$ cat src/rtl/efs_pkg.sv
package efs_pkg;
  typedef enum logic [1:0] {
    PH_ON_TARGET = 2'd0,
    PH_HALF_EARLY = 2'd1,
    PH_HALF_LATE = 2'd2,
    PH_ONE_LATE = 2'd3
  } phase_e;
endpackage

$ cat src/rtl/efs_sampler.sv
module efs_sampler
  import efs_pkg::*;
(
  input  logic       clk,
  input  logic       rst_n,
  input  logic       sync_in,
  input  logic [1:0] phase_sel,
  output logic       tap
);
  logic p0_q, p1_q, n0_q, n1_q, n2_q;
  phase_e ph;

  always_ff @(posedge clk or negedge rst_n) begin
    if (!rst_n) begin
      p0_q <= 1'b1;
      p1_q <= 1'b1;
      n1_q <= 1'b1;
      n2_q <= 1'b1;
    end else begin
      p0_q <= sync_in;
      p1_q <= p0_q;
      n1_q <= n0_q;
      n2_q <= n1_q;
    end
  end

  // Opposite-edge sample gives the half-period shifts
  always_ff @(negedge clk or negedge rst_n) begin
    if (!rst_n) n0_q <= 1'b1;
    else        n0_q <= sync_in;
  end

  // All taps share one nominal latency; each code moves the sample point
  always_comb begin
    ph = phase_e'(phase_sel);
    unique case (ph)
      PH_ON_TARGET:  tap = p1_q;
      PH_HALF_EARLY: tap = n2_q;
      PH_HALF_LATE:  tap = n1_q;
      PH_ONE_LATE:   tap = p0_q;
      default:       tap = p1_q;
    endcase
  end
endmodule

$ cat src/rtl/efs_meter.sv
module efs_meter #(
  parameter int CW = 8
) (
  input  logic          clk,
  input  logic          rst_n,
  input  logic          tap,
  input  logic          frame_mark,
  output logic          fall,
  output logic [CW-1:0] cnt
);
  localparam logic [CW-1:0] CNT_MAX = {CW{1'b1}};

  logic          tap_q;
  logic          mark_q;
  logic [CW-1:0] cnt_q, cnt_n;

  always_comb begin
    if (mark_q)              cnt_n = '0;
    else if (cnt_q != CNT_MAX) cnt_n = cnt_q + 1'b1;
    else                     cnt_n = cnt_q;
  end

  always_ff @(posedge clk or negedge rst_n) begin
    if (!rst_n) begin
      tap_q  <= 1'b1;
      mark_q <= 1'b0;
      cnt_q  <= CNT_MAX;
    end else begin
      tap_q  <= tap;
      mark_q <= frame_mark;
      cnt_q  <= cnt_n;
    end
  end

  assign fall = tap_q & ~tap;
  assign cnt  = cnt_q;


  cnt_saturate_chk: assert property (@(posedge clk) disable iff (!rst_n)
    ($past(cnt_q) == CNT_MAX && !$past(mark_q)) |-> cnt_q == CNT_MAX);


  single_fall_chk: assert property (@(posedge clk) disable iff (!rst_n)
    fall |=> !fall);
endmodule

$ cat src/rtl/efs_gate.sv
module efs_gate #(
  parameter int CW      = 8,
  parameter int SELW    = 4,
  parameter int REF_IDX = 11
) (
  input  logic            clk,
  input  logic            rst_n,
  input  logic            fall,
  input  logic [CW-1:0]   cnt,
  input  logic [2:0]      limit,
  input  logic            auto_en,
  input  logic            man_en,
  input  logic [SELW-1:0] ref_sel,
  input  logic            sticky_clr,
  input  logic            irq_en,
  output logic [CW-1:0]   offset,
  output logic            alarm,
  output logic            resync,
  output logic            sticky,
  output logic            irq
);
  localparam logic [SELW-1:0] IDX = SELW'(REF_IDX);

  logic [CW-1:0] off_q, off_n;
  logic          alarm_q, alarm_n;
  logic          rs_q, rs_n;
  logic          st_q, st_n;
  logic          over, permit;

  always_comb begin
    over    = cnt > CW'(limit);
    permit  = auto_en ? (ref_sel == IDX) : man_en;
    off_n   = fall ? cnt : off_q;
    alarm_n = fall ? over : alarm_q;
    rs_n    = fall & ~over & permit;
    st_n    = (alarm_n & ~alarm_q) | (st_q & ~sticky_clr);
  end

  always_ff @(posedge clk or negedge rst_n) begin
    if (!rst_n) begin
      off_q   <= '0;
      alarm_q <= 1'b0;
      rs_q    <= 1'b0;
      st_q    <= 1'b0;
    end else begin
      off_q   <= off_n;
      alarm_q <= alarm_n;
      rs_q    <= rs_n;
      st_q    <= st_n;
    end
  end

  assign offset = off_q;
  assign alarm  = alarm_q;
  assign resync = rs_q;
  assign sticky = st_q;
  assign irq    = st_q & irq_en;


  no_resync_in_alarm_chk: assert property (@(posedge clk) disable iff (!rst_n)
    rs_q |-> !alarm_q);


  sticky_on_rise_chk: assert property (@(posedge clk) disable iff (!rst_n)
    $rose(alarm_q) |-> st_q);


  sticky_hold_chk: assert property (@(posedge clk) disable iff (!rst_n)
    ($past(st_q) && !$past(sticky_clr)) |-> st_q);


  alarm_only_on_edge_chk: assert property (@(posedge clk) disable iff (!rst_n)
    !$past(fall) |-> $stable(alarm_q));


  resync_pulse_chk: assert property (@(posedge clk) disable iff (!rst_n)
    rs_q |=> !rs_q);
endmodule

$ cat src/rtl/efs_monitor.sv
module efs_monitor #(
  parameter int CW      = 8,
  parameter int SELW    = 4,
  parameter int REF_IDX = 11
) (
  input  logic            clk,
  input  logic            rst_n,
  input  logic            sync_in,
  input  logic            frame_mark,
  input  logic [1:0]      phase_sel,
  input  logic [2:0]      limit,
  input  logic            auto_en,
  input  logic            man_en,
  input  logic [SELW-1:0] ref_sel,
  input  logic            irq_en,
  input  logic            sticky_clr,
  output logic            resync,
  output logic            alarm,
  output logic            alarm_sticky,
  output logic            irq,
  output logic [CW-1:0]   offset
);
  logic          rs_meta, rs_sync;
  logic          tap, fall;
  logic [CW-1:0] cnt;

  // Reset asserts at once and leaves on a clock edge
  always_ff @(posedge clk or negedge rst_n) begin
    if (!rst_n) begin
      rs_meta <= 1'b0;
      rs_sync <= 1'b0;
    end else begin
      rs_meta <= 1'b1;
      rs_sync <= rs_meta;
    end
  end

  efs_sampler u_smp (
    .clk       (clk),
    .rst_n     (rs_sync),
    .sync_in   (sync_in),
    .phase_sel (phase_sel),
    .tap       (tap)
  );

  efs_meter #(.CW(CW)) u_mtr (
    .clk        (clk),
    .rst_n      (rs_sync),
    .tap        (tap),
    .frame_mark (frame_mark),
    .fall       (fall),
    .cnt        (cnt)
  );

  efs_gate #(.CW(CW), .SELW(SELW), .REF_IDX(REF_IDX)) u_gate (
    .clk        (clk),
    .rst_n      (rs_sync),
    .fall       (fall),
    .cnt        (cnt),
    .limit      (limit),
    .auto_en    (auto_en),
    .man_en     (man_en),
    .ref_sel    (ref_sel),
    .sticky_clr (sticky_clr),
    .irq_en     (irq_en),
    .offset     (offset),
    .alarm      (alarm),
    .resync     (resync),
    .sticky     (alarm_sticky),
    .irq        (irq)
  );
endmodule

$ cat config.mk
export PLATFORM = sky130hd
export DESIGN_NAME = efs_monitor
export DESIGN_NICKNAME = d
export VERILOG_FILES = /design/src/rtl/efs_pkg.sv /design/src/rtl/efs_sampler.sv /design/src/rtl/efs_meter.sv /design/src/rtl/efs_gate.sv /design/src/rtl/efs_monitor.sv
export SDC_FILE = /design/constraint.sdc
export NUM_CORES = 1
export LEC_CHECK = 0
export ABC_CLOCK_PERIOD_IN_PS = 800
export BUFFER_PORTS_ARGS = -buffer_cell sky130_fd_sc_hd__buf_2
export CORE_MARGIN = 5
export CORE_UTILIZATION = 45
export CTS_CLUSTER_DIAMETER = 120
export DETAILED_ROUTE_END_ITERATION = 10
export PLACE_DENSITY = 0.84
export RECOVER_POWER = 25
export SYNTH_ARGS = -nofsm -noshare
export SYNTH_HDL_FRONTEND = slang
export SYNTH_SLANG_ARGS = --single-unit
export TNS_END_PERCENT = 20
$ cat constraint.sdc
create_clock -name clk -period 0.8 [get_ports clk]
set_input_delay 0.12 -clock clk [delete_from_list [all_inputs] [get_ports clk]]
set_output_delay 0.12 -clock clk [all_outputs]
set_load 0.005 [all_outputs]
Word level (Yosys, flattened, before mapping)
Index checks and enable logic that the tools add are counted.
{ "classes": {"add_sub_neg": 1, "order_cmp": 1, "n_eq_ne": 5, "mux": 5, "bitwise": 11, "reduce_logical": 2} }
{ "ops": {"columns": ["operator", "n"], "rows": [
  ["8-bit 2-to-1 mux", 2],
  ["8-bit by 1-bit adder with 8-bit output (second input constant)", 1],
  ["8-bit by 3-bit > comparator with 1-bit output", 1],
  ["8-bit inequality test (second input constant)", 1],
  ["1-bit AND", 6],
  ["2-bit equality test (second input constant)", 2],
  ["4-bit equality test (second input constant)", 1],
  ["1-bit NOT", 4],
  ["1-bit case mux with 4 select lines", 1],
  ["2-bit by 1-bit equality test with 1-bit output (second input constant)", 1],
  ["2-bit zero test", 1],
  ["1-bit 2-to-1 mux", 2],
  ["2-bit nonzero test", 1],
  ["1-bit OR", 1]
]} }
{ "word_totals": {"regBits": 28, "inputBits": 17, "output_inout_bits": 12, "elab_cells": 39} }

Logic depth before layout (Yosys ltp)
Gate-level depths: netlist of the first run.
{ "depth": {"depth_word": 7, "ltp_mapped": 6, "depth_no_buf": 6} }

Hierarchy
Synthesis of the first run repeated with hierarchy kept, for this count alone.
{ "unflattened": {"cells_unflattened": 101, "hier_area_um2": 1233.7} }
{ "modules_own_cells": {"columns": ["mod", "instances", "cells_each", "area_each_um2", "seq_area_each_um2"], "rows": [
  ["efs_gate", 1, 43, 521.8, 275.3],
  ["efs_meter", 1, 48, 500.5, 261.5],
  ["efs_sampler", 1, 7, 157.7, 131.4],
  ["efs_monitor", 1, 3, 53.8, 50.0]
]} }

==> results.json, run 1 <==
{
  "synth_top_family_by_area": "multiplexers",
  "grt_pass1_wl_mm": 4.12,
  "synth_compound_area_share_pct": 7.69,
  "crit_path_start_kind": "register",
  "async_reset_ff_share_pct": 100,
  "p_leak_nw": 0.820,
  "placed_area_um2": 1510,
  "nNetsFinal": 166,
  "fp.dieArea_um2": 3810,
  "die_w_um": 61.7,
  "critical_path.max_stage_delay_ns": 0.61,
  "fp.dieH_um": 61.7,
  "antenna_cells": 0,
  "synth_warnings": 0,
  "status": "complete, but fails checks",
  "violations": "negative setup slack",
  "swShare_pct": 24.1,
  "clkSinkCount": 28,
  "critPathRequiredTime_ns": 1.04,
  "vias_per_cell": 5.34,
  "worst_slack_ns": -0.736,
  "final_common_cell": "buf_2",
  "drt-initial-drc-count": 22,
  "cpLargestDelayFamily": "flip-flops",
  "cap_viol_max_count": 0,
  "cts_tree": "yes",
  "vias": 930,
  "synth.distinct_cells": 32,
  "drive_gt1_share_pct": 60.4,
  "nFillCells": 184,
  "fin_util_pct": 66.1,
  "fin_area_um2": 1670,
  "drtPass1Iterations": 4,
  "end_kind": "register",
  "gp_congestion": 0.803,
  "p_switching_mw": 0.689,
  "power_density_nw_per_um2": 1710,
  "fin_skew_ns": 0.0558,
  "cts.htree.levels": 1,
  "critPathKind": "register to register",
  "hp-class": "primary input to register",
  "crit_arrival_ns": 1.77,
  "synth_top_cell_area_share_pct": 30.6,
  "grt_usage_pct": 15.0,
  "synth_seq_area_share_pct": 59.7,
  "finalWirelength_mm": 2.66,
  "syn2layout_area_growth_pct": 38.6,
  "syn_nets": 116,
  "max_freq_mhz": 651,
  "clockRootBuffer": "clkbuf_4",
  "rows": 18,
  "synth_ff_type": "dfstp_2",
  "synth.avg_cell_area_um2": 12.7,
  "clock_power_share_pct": 28.6,
  "setup_viol": 33,
  "antenna_left": 0,
  "synth_fa_ha_area_share_pct": 4.16,
  "whs_ns": 0.0216,
  "remaining_drc_errors": 0,
  "post_drt_wl_per_cell_um": 15.3,
  "synth_edf_count": 0,
  "synthMuxAreaShare_pct": 12.7,
  "crit_path_cell_trace": "inv_2 > ha_4 > nand3_2 > o21ai_2 > o21ai_2 > mux2_4",
  "yosys.area.top_type": "dfstp_2",
  "cts_buffer_depth": 2,
  "coreArea_um2": 2520,
  "gr-total-overflow": 0,
  "comb_power_share_pct": 15.9,
  "timing.final.crit_share_pct": 192,
  "io_pins": 29,
  "synthTopCellsByArea": "dfstp_2 (31%), dfrtp_1 (29%), mux2_2 (9.4%)",
  "fin_crit_ns": 1.54,
  "synth_xor_area_share_pct": 1.46,
  "clk_latency_ns": 0.39,
  "synth_simple_gate_area_share_pct": 10.9,
  "peakVddDrop_v": 0.00144,
  "synthesis.area_um2": 1200,
  "cp_num_buf_inv": 1,
  "syn_inst": 95,
  "cpMaxStageDelayCell": "dfstp_2",
  "start_util_pct": 47.7,
  "synth-seq-cells": 28,
  "slew_violations": 0,
  "clk_pin_slew_ns": 0.15,
  "p_int_mw": 2.17,
  "hold_viol": 0,
  "cpMostUsedCell": "o21ai_2",
  "antenna_found_initial": 0,
  "mostFrequentLayoutCells": "buf_2 (27), buf_4 (15), dfrtp_1 (14), dfstp_2 (14), mux2_2 (9)",
  "fin_setup_tns_ns": -14.41,
  "hpwl_mm": 1.80,
  "grt_max_degree": 26,
  "port_buffers": 28,
  "rsz0062_at_grt": "yes",
  "numCtsBuffers": 3,
  "grt_pass1_vias": 947,
  "seqPwrFrac_pct": 55.5,
  "cp_max_fo": 3
}
cell usage after synthesis (all sizes together) (3+ instances only):
cell / instances
dfrtp: 14
nor2: 6
a31oi: 3
o21ai: 3
mux2i: 4
mux2: 10
inv: 7
dfstp: 14
ha: 4
nand3: 4
flip-flops by register name (all words and copies together), names as in the netlist:
name / cells
u_mtr.mark_q: 1
rs_sync: 1
u_smp.n2_q: 1
u_gate.offset: 8
u_smp.p1_q: 1
u_smp.n1_q: 1
u_smp.p0_q: 1
u_gate.sticky: 1
u_gate.alarm: 1
u_mtr.tap_q: 1
u_smp.n0_q: 1
rs_meta: 1
u_mtr.cnt: 8
u_gate.resync: 1
per-stage QoR:
step                instances  power (mW)  setup WS (ns)
finish                    174        2.86         -0.736
CTS                       173        2.85         -0.686
global route              174        2.99         -0.778
global placement          166        2.00         -0.676
detailed placement        166        2.03         -0.696
floorplan                  95        1.84         -0.628
final cells by class:
type                       instances  area, um2  area share, %
timing repair buffer              47        289           17.3
clock inverter                     1       3.75          0.225
multi-input combinational         58        549           32.9
sequential                        28        718           43.1
clock buffer                       4       47.5           2.85
tap                               30       37.5           2.25
inverter                           6       22.5           1.35
power groups by stage:
stage	sequential, mW	combinational [mW]	clock (mW)
floorplan	1.63	0.202	0.0156
global placement	1.60	0.385	0.0156
detailed placement	1.61	0.406	0.0156
CTS	1.58	0.433	0.834
global route	1.60	0.500	0.891
finish	1.59	0.454	0.817
tightest hold or removal path, stage by stage:
cell and delay (ns):
buf_2 0.09, buf_4 0.10, a21oi_1 0.05
per-layer routing:
| metal | wire length, um | global-route usage, % |
|---|---|---|
| met5 | 0 | 0 |
| met4 | 70 | 6.36 |
| met3 | 157 | 2.07 |
| met2 | 1440 | 27.1 |
| met1 | 989 | 17.7 |
kinds of logic (layout without fill, tap and decap cells):
group / Yosys count / after routing
fa+ha+maj: 4 / 4
compound gates: 14 / 14
buf+inv: 9 / 58
flops: 28 / 28
other cells: 1 / 1
simple gates: 23 / 23
xor+xnor: 2 / 2
mux: 14 / 14
path summary, 6_finish.rpt:
path,from,to,slack [ns],cells past startpoint
max,u_mtr.cnt[0],u_gate.alarm,-0.74,6
min,phase_sel[1],u_mtr.tap_q,0.02,3
max reg2reg,u_mtr.cnt[0],u_gate.alarm,-0.74,6
min reg2reg,rs_sync,u_gate.offset[2],0.30,1
max in group asynchronous,rs_sync,u_mtr.cnt[1],0.20,1
min in group asynchronous,rst_n,rs_meta,0.07,2
repair_timing:
| item | 4_1_cts | 5_1_grt |
|---|---|---|
| hold endpoints to repair | 4 | 0 |
| hold buffers | 3 | 0 |
| setup endpoints to repair | 33 | 33 |
| pin swaps | 4 | 3 |
| setup buffers | 0 | 1 |
| gates resized for setup | 8 | 5 |
(Power assumes the default switching activity.)
==> inputs of run 2 (changes only) <==
CELL_PAD_IN_SITES_DETAIL_PLACEMENT = 0   (was default)
CELL_PAD_IN_SITES_GLOBAL_PLACEMENT = 2   (was default)
CORE_UTILIZATION = 30   (was 45)
==> run 2 against run 1 <==
The run still ends with negative setup slack left. Sequential share of layout area shrank 1.5 points. Clock skew rose by 0.0074 ns. Core utilization is 22 points lower. Critical path type unchanged. Highest routed layer unchanged. Critical path depth fell by 2. Maximum frequency is 3.1% higher.
==> results.json, run 2 (synthesis results as in run 1) <==
{
  "mostFrequentLayoutCells": "buf_2 (27), buf_4 (14), dfrtp_1 (14), dfstp_2 (13), mux2_4 (9)",
  "drt-initial-drc-count": 25,
  "power_density_nw_per_um2": 1760,
  "remaining_drc_errors": 0,
  "rr_startpoint": "u_mtr.cnt[1]",
  "vias": 918,
  "antenna_cells": 0,
  "crit_arrival_ns": 1.66,
  "worst_slack_ns": -0.690,
  "fin_util_pct": 43.9,
  "clkSinkCount": 28,
  "post_drt_wl_per_cell_um": 13.0,
  "status": "complete, but fails checks",
  "finalWirelength_mm": 2.53,
  "hpwl_mm": 1.86,
  "fin_skew_ns": 0.0632,
  "antenna_found_initial": 0,
  "fin_area_um2": 1730,
  "cap_viol_max_count": 0,
  "peakVddDrop_v": 0.00152,
  "grt_pass1_wl_mm": 4.27,
  "final_common_cell": "buf_2",
  "port_buffers": 28,
  "final_cells": 194,
  "clk_pin_slew_ns": 0.09,
  "vias_per_cell": 4.73,
  "clockRootBuffer": "clkbuf_8",
  "nFillCells": 370,
  "gp_congestion": 0.775,
  "fp.dieArea_um2": 5380,
  "drive_gt1_share_pct": 59.0,
  "syn2layout_area_growth_pct": 43.7,
  "multiInputGateArea_um2": 559,
  "hp-class": "primary input to register",
  "cts.htree.levels": 1,
  "fin_crit_ns": 1.49,
  "drtPass1Iterations": 4,
  "start_util_pct": 30.5,
  "gr-total-overflow": 0,
  "dp_cells": 187,
  "place_ws_ns": -0.711,
  "grt_max_degree": 26,
  "numCtsBuffers": 3,
  "fin_setup_tns_ns": -13.02,
  "rsz0062_at_grt": "yes",
  "p_total_mw": 3.04,
  "hold_start": "phase_sel[1]",
  "slew_violations": 0,
  "seqCellArea_um2": 718,
  "timing.final.crit_share_pct": 186,
  "end_kind": "register",
  "die_w_um": 73.3,
  "p_leak_nw": 0.841,
  "clk_latency_ns": 0.33,
  "cts_buffer_depth": 2,
  "grt_usage_pct": 9.97,
  "cts_tree": "yes",
  "placed_area_um2": 1540,
  "violations": "negative setup slack",
  "io_pins": 29,
  "hold_viol": 0,
  "fp.dieH_um": 73.3,
  "nNetsFinal": 166,
  "antenna_left": 0,
  "grt_pass1_vias": 964,
  "rows": 23,
  "crit_path_start_kind": "register",
  "cts_setup_buffers": 0,
  "crit_start": "u_mtr.cnt[1]",
  "cp_max_fo": 4,
  "critPathKind": "register to register",
  "whs_ns": 0.0973,
  "setup_viol": 33,
  "critPathRequiredTime_ns": 0.97,
  "max_freq_mhz": 671,
  "coreArea_um2": 3940
}
run 2: changes by cell type in the layout (fill, tap and decap cells not counted), moves of 2 or more:
cell,delta
mux2_2,-8
clkbuf_8,+3
buf_6,+2
mux2_4,+8
clkbuf_4,-4
run 2: routing by layer:
metal	GRT usage (%)	wire (um)	up-vias
met5	0	0	-
met4	1.21	10	0
met3	3.56	124	2
met2	17.6	1300	16
met1	12.0	1100	466
li1	-	-	434
run 2: path summary, 6_finish.rpt:
kind,depth (start not counted),end,slack (ns)
setup / recovery,4,u_gate.alarm,-0.69
hold / removal,3,u_mtr.tap_q,0.1
setup reg to reg,4,u_gate.alarm,-0.69
hold reg to reg,1,u_gate.offset[4],0.27
max in group asynchronous,0,u_smp.n0_q,0.24
min in group asynchronous,2,rs_sync,0.15
run 2: cell type report:
| type | count | area share, % |
|---|---|---|
| multi-input cells | 58 | 32.3 |
| clock inverters | 1 | 0.217 |
| inverters | 6 | 1.30 |
| flip-flops and latches | 28 | 41.5 |
| well taps | 50 | 3.62 |
| repair buffers | 47 | 17.1 |
| clock buffers | 4 | 3.84 |
run 2: power by group:
group	leakage, nW	switching, mW	internal, mW	total, mW
Clock	0.0392	0.446	0.551	0.997
Combinational	0.472	0.196	0.259	0.455
Sequential	0.330	0.0586	1.53	1.59
run 2: critical path, stage by stage (launching register included):
cell and delay (ns):
dfstp_2 0.58, ha_4 0.21, a211oi_2 0.23, o21ai_2 0.10
mux2_4 0.26
run 2: repair_timing:
action                     CTS  global route
hold buffers                 3             0
hold endpoints to repair     4             0
pin swaps                    1             1
setup endpoints to repair   33            33
gates resized for setup      9            11
==> inputs of run 3 (changes only) <==
SETUP_SLACK_MARGIN = 0.5   (was default)
==> run 3 against run 2 <==
The flow finishes with violations (negative hold slack, negative setup slack). Register-to-register slack about the same. Core utilization increased by 1.2 points. Sequential share of layout area decreased by 1.1 points. Global-route usage decreased by 0.13 points. Clock skew decreased by 0.0033 ns. Critical endpoint unchanged.
==> results.json, run 3 (synthesis results as in run 1) <==
{
  "status": "complete, but fails checks",
  "violations": "negative hold slack, negative setup slack",
  "fin_skew_ns": 0.0599,
  "clock_power_share_pct": 29.8,
  "timing.final.crit_share_pct": 187,
  "dp_cells": 186,
  "fp.dieArea_um2": 5380,
  "fin_crit_ns": 1.49,
  "seqCellArea_um2": 718,
  "slew_violations": 0,
  "syn2layout_area_growth_pct": 47.6,
  "antenna_cells": 0,
  "clk_pin_slew_ns": 0.09,
  "gp_congestion": 0.816,
  "fp.dieH_um": 73.3,
  "coreArea_um2": 3940,
  "cpMaxStageDelayCell": "dfstp_2",
  "hpwl_mm": 1.92,
  "mostFrequentLayoutCells": "buf_2 (26), buf_4 (16), dfrtp_1 (14), dfstp_2 (14)",
  "antenna_found_initial": 0,
  "drt-initial-drc-count": 29,
  "io_pins": 29,
  "crit_arrival_ns": 1.66,
  "p_leak_nw": 0.850,
  "rr_startpoint": "u_mtr.cnt[0]",
  "swShare_pct": 24.1,
  "rsz0062_at_grt": "yes",
  "place_ws_ns": -0.742,
  "r2r_slack_ns": -0.69,
  "nNetsFinal": 167,
  "peakVddDrop_v": 0.00123,
  "crit_end": "u_gate.alarm",
  "cts_tree": "yes",
  "hp-class": "primary input to register",
  "clockRootBuffer": "clkbuf_8",
  "crit_path_start_kind": "register",
  "r2r_cells": 6,
  "gr-total-overflow": 0,
  "seqPwrFrac_pct": 53.3,
  "finalWirelength_mm": 2.66,
  "post_drt_wl_per_cell_um": 13.6,
  "cts_buffer_depth": 2,
  "rows": 23,
  "vias": 901,
  "crit_start": "u_mtr.cnt[0]",
  "grt_pass1_vias": 939,
  "remaining_drc_errors": 0,
  "p_switching_mw": 0.719,
  "whs_ns": -0.0567,
  "power_density_nw_per_um2": 1680,
  "cap_viol_max_count": 0,
  "final_common_cell": "buf_2",
  "nFillCells": 365,
  "grt_usage_pct": 9.84,
  "hold_path_depth": 1,
  "critPathRequiredTime_ns": 0.97,
  "critical_path.max_stage_delay_ns": 0.60,
  "final_cells": 195,
  "clkSinkCount": 28,
  "grt_max_degree": 26,
  "comb_power_share_pct": 16.9,
  "start_util_pct": 30.5,
  "cpLargestDelayFamily": "flip-flops",
  "cp_max_fo": 4,
  "drive_gt1_share_pct": 64.1,
  "grt_pass1_wl_mm": 4.13,
  "clk_latency_ns": 0.33,
  "cp_num_buf_inv": 1,
  "vias_per_cell": 4.62,
  "drtPass1Iterations": 4,
  "path_depth": 6,
  "hold_buffers": 1,
  "critPathKind": "register to register",
  "worst_slack_ns": -0.695,
  "antenna_left": 0,
  "cpMostUsedCell": "o21ai_2",
  "numCtsBuffers": 3,
  "port_buffers": 28,
  "cts.htree.levels": 1,
  "p_int_mw": 2.27,
  "regToRegEndpoint": "u_gate.alarm",
  "hold_viol": 2,
  "max_freq_mhz": 669,
  "end_kind": "register",
  "crit_path_cell_trace": "inv_2 > ha_4 > nand3_2 > o21ai_2 > o21ai_2 > mux2_4",
  "setup_viol": 33,
  "die_w_um": 73.3,
  "multiInputGateArea_um2": 594
}
## run 3: cell count changes in the layout (fill, tap and decap cells not counted), sizes merged
cell	delta
dlygate4sd3	-2
clkbuf	+3
## run 3: worst min path at each step
stage          startpoint  slack (ns)    endpoint
2_1_floorplan       rst_n       -0.18     rs_meta
4_1_cts           sync_in       -0.07  u_smp.p0_q
3_5_place_dp        rst_n       -0.09     rs_sync
6_report          sync_in       -0.06  u_smp.p0_q
5_1_grt           sync_in       -0.06  u_smp.p0_q
3_3_place_gp        rst_n       -0.09     rs_sync
## run 3: power groups by stage
stage	clock network, mW	logic (mW)	registers, mW
final	0.889	0.504	1.59
after global routing	0.971	0.556	1.61
after detailed placement	0.0156	0.425	1.61
after global placement	0.0156	0.412	1.61
after floorplan	0.0156	0.212	1.63
after CTS	0.912	0.453	1.59
## run 3: timing repair
action | 4_1_cts | 5_1_grt
gates resized for setup | 11 | 14
cloned | 0 | 1
setup buffers | 0 | 3
endpoints found under the setup margin | 63 | 63
hold endpoints to repair | 4 | 2
pin swaps | 6 | 4
## run 3: layout make-up
| class | count | area share [%] |
|---|---|---|
| flip-flops and latches | 28 | 40.4 |
| well taps | 50 | 3.52 |
| repair buffers | 48 | 18.0 |
| clock buffers | 4 | 3.10 |
| clock inverters | 1 | 0.211 |
| multi-input cells | 58 | 33.5 |
| inverters | 6 | 1.27 |
## run 3: metal layers
layer	track usage (%)	share of wire [%]	up-vias
li1	-	-	435
met1	12.1	45	437
met2	16.7	47	27
met3	3.28	7.9	2
met4	2.41	0.34	0
met5	0	0	-
## run 3: metrics by stage
stage	setup TNS (ns)	utilization, %	instance area, um2	power (mW)
final	-13.60	45.1	1780	2.99
after global routing	-15.00	45.1	1780	3.14
after CTS	-13.61	42.5	1680	2.95
after detailed placement	-12.05	39.5	1560	2.05
after global placement	-11.68	39.5	1560	2.03
after floorplan	-10.81	-	1240	1.85
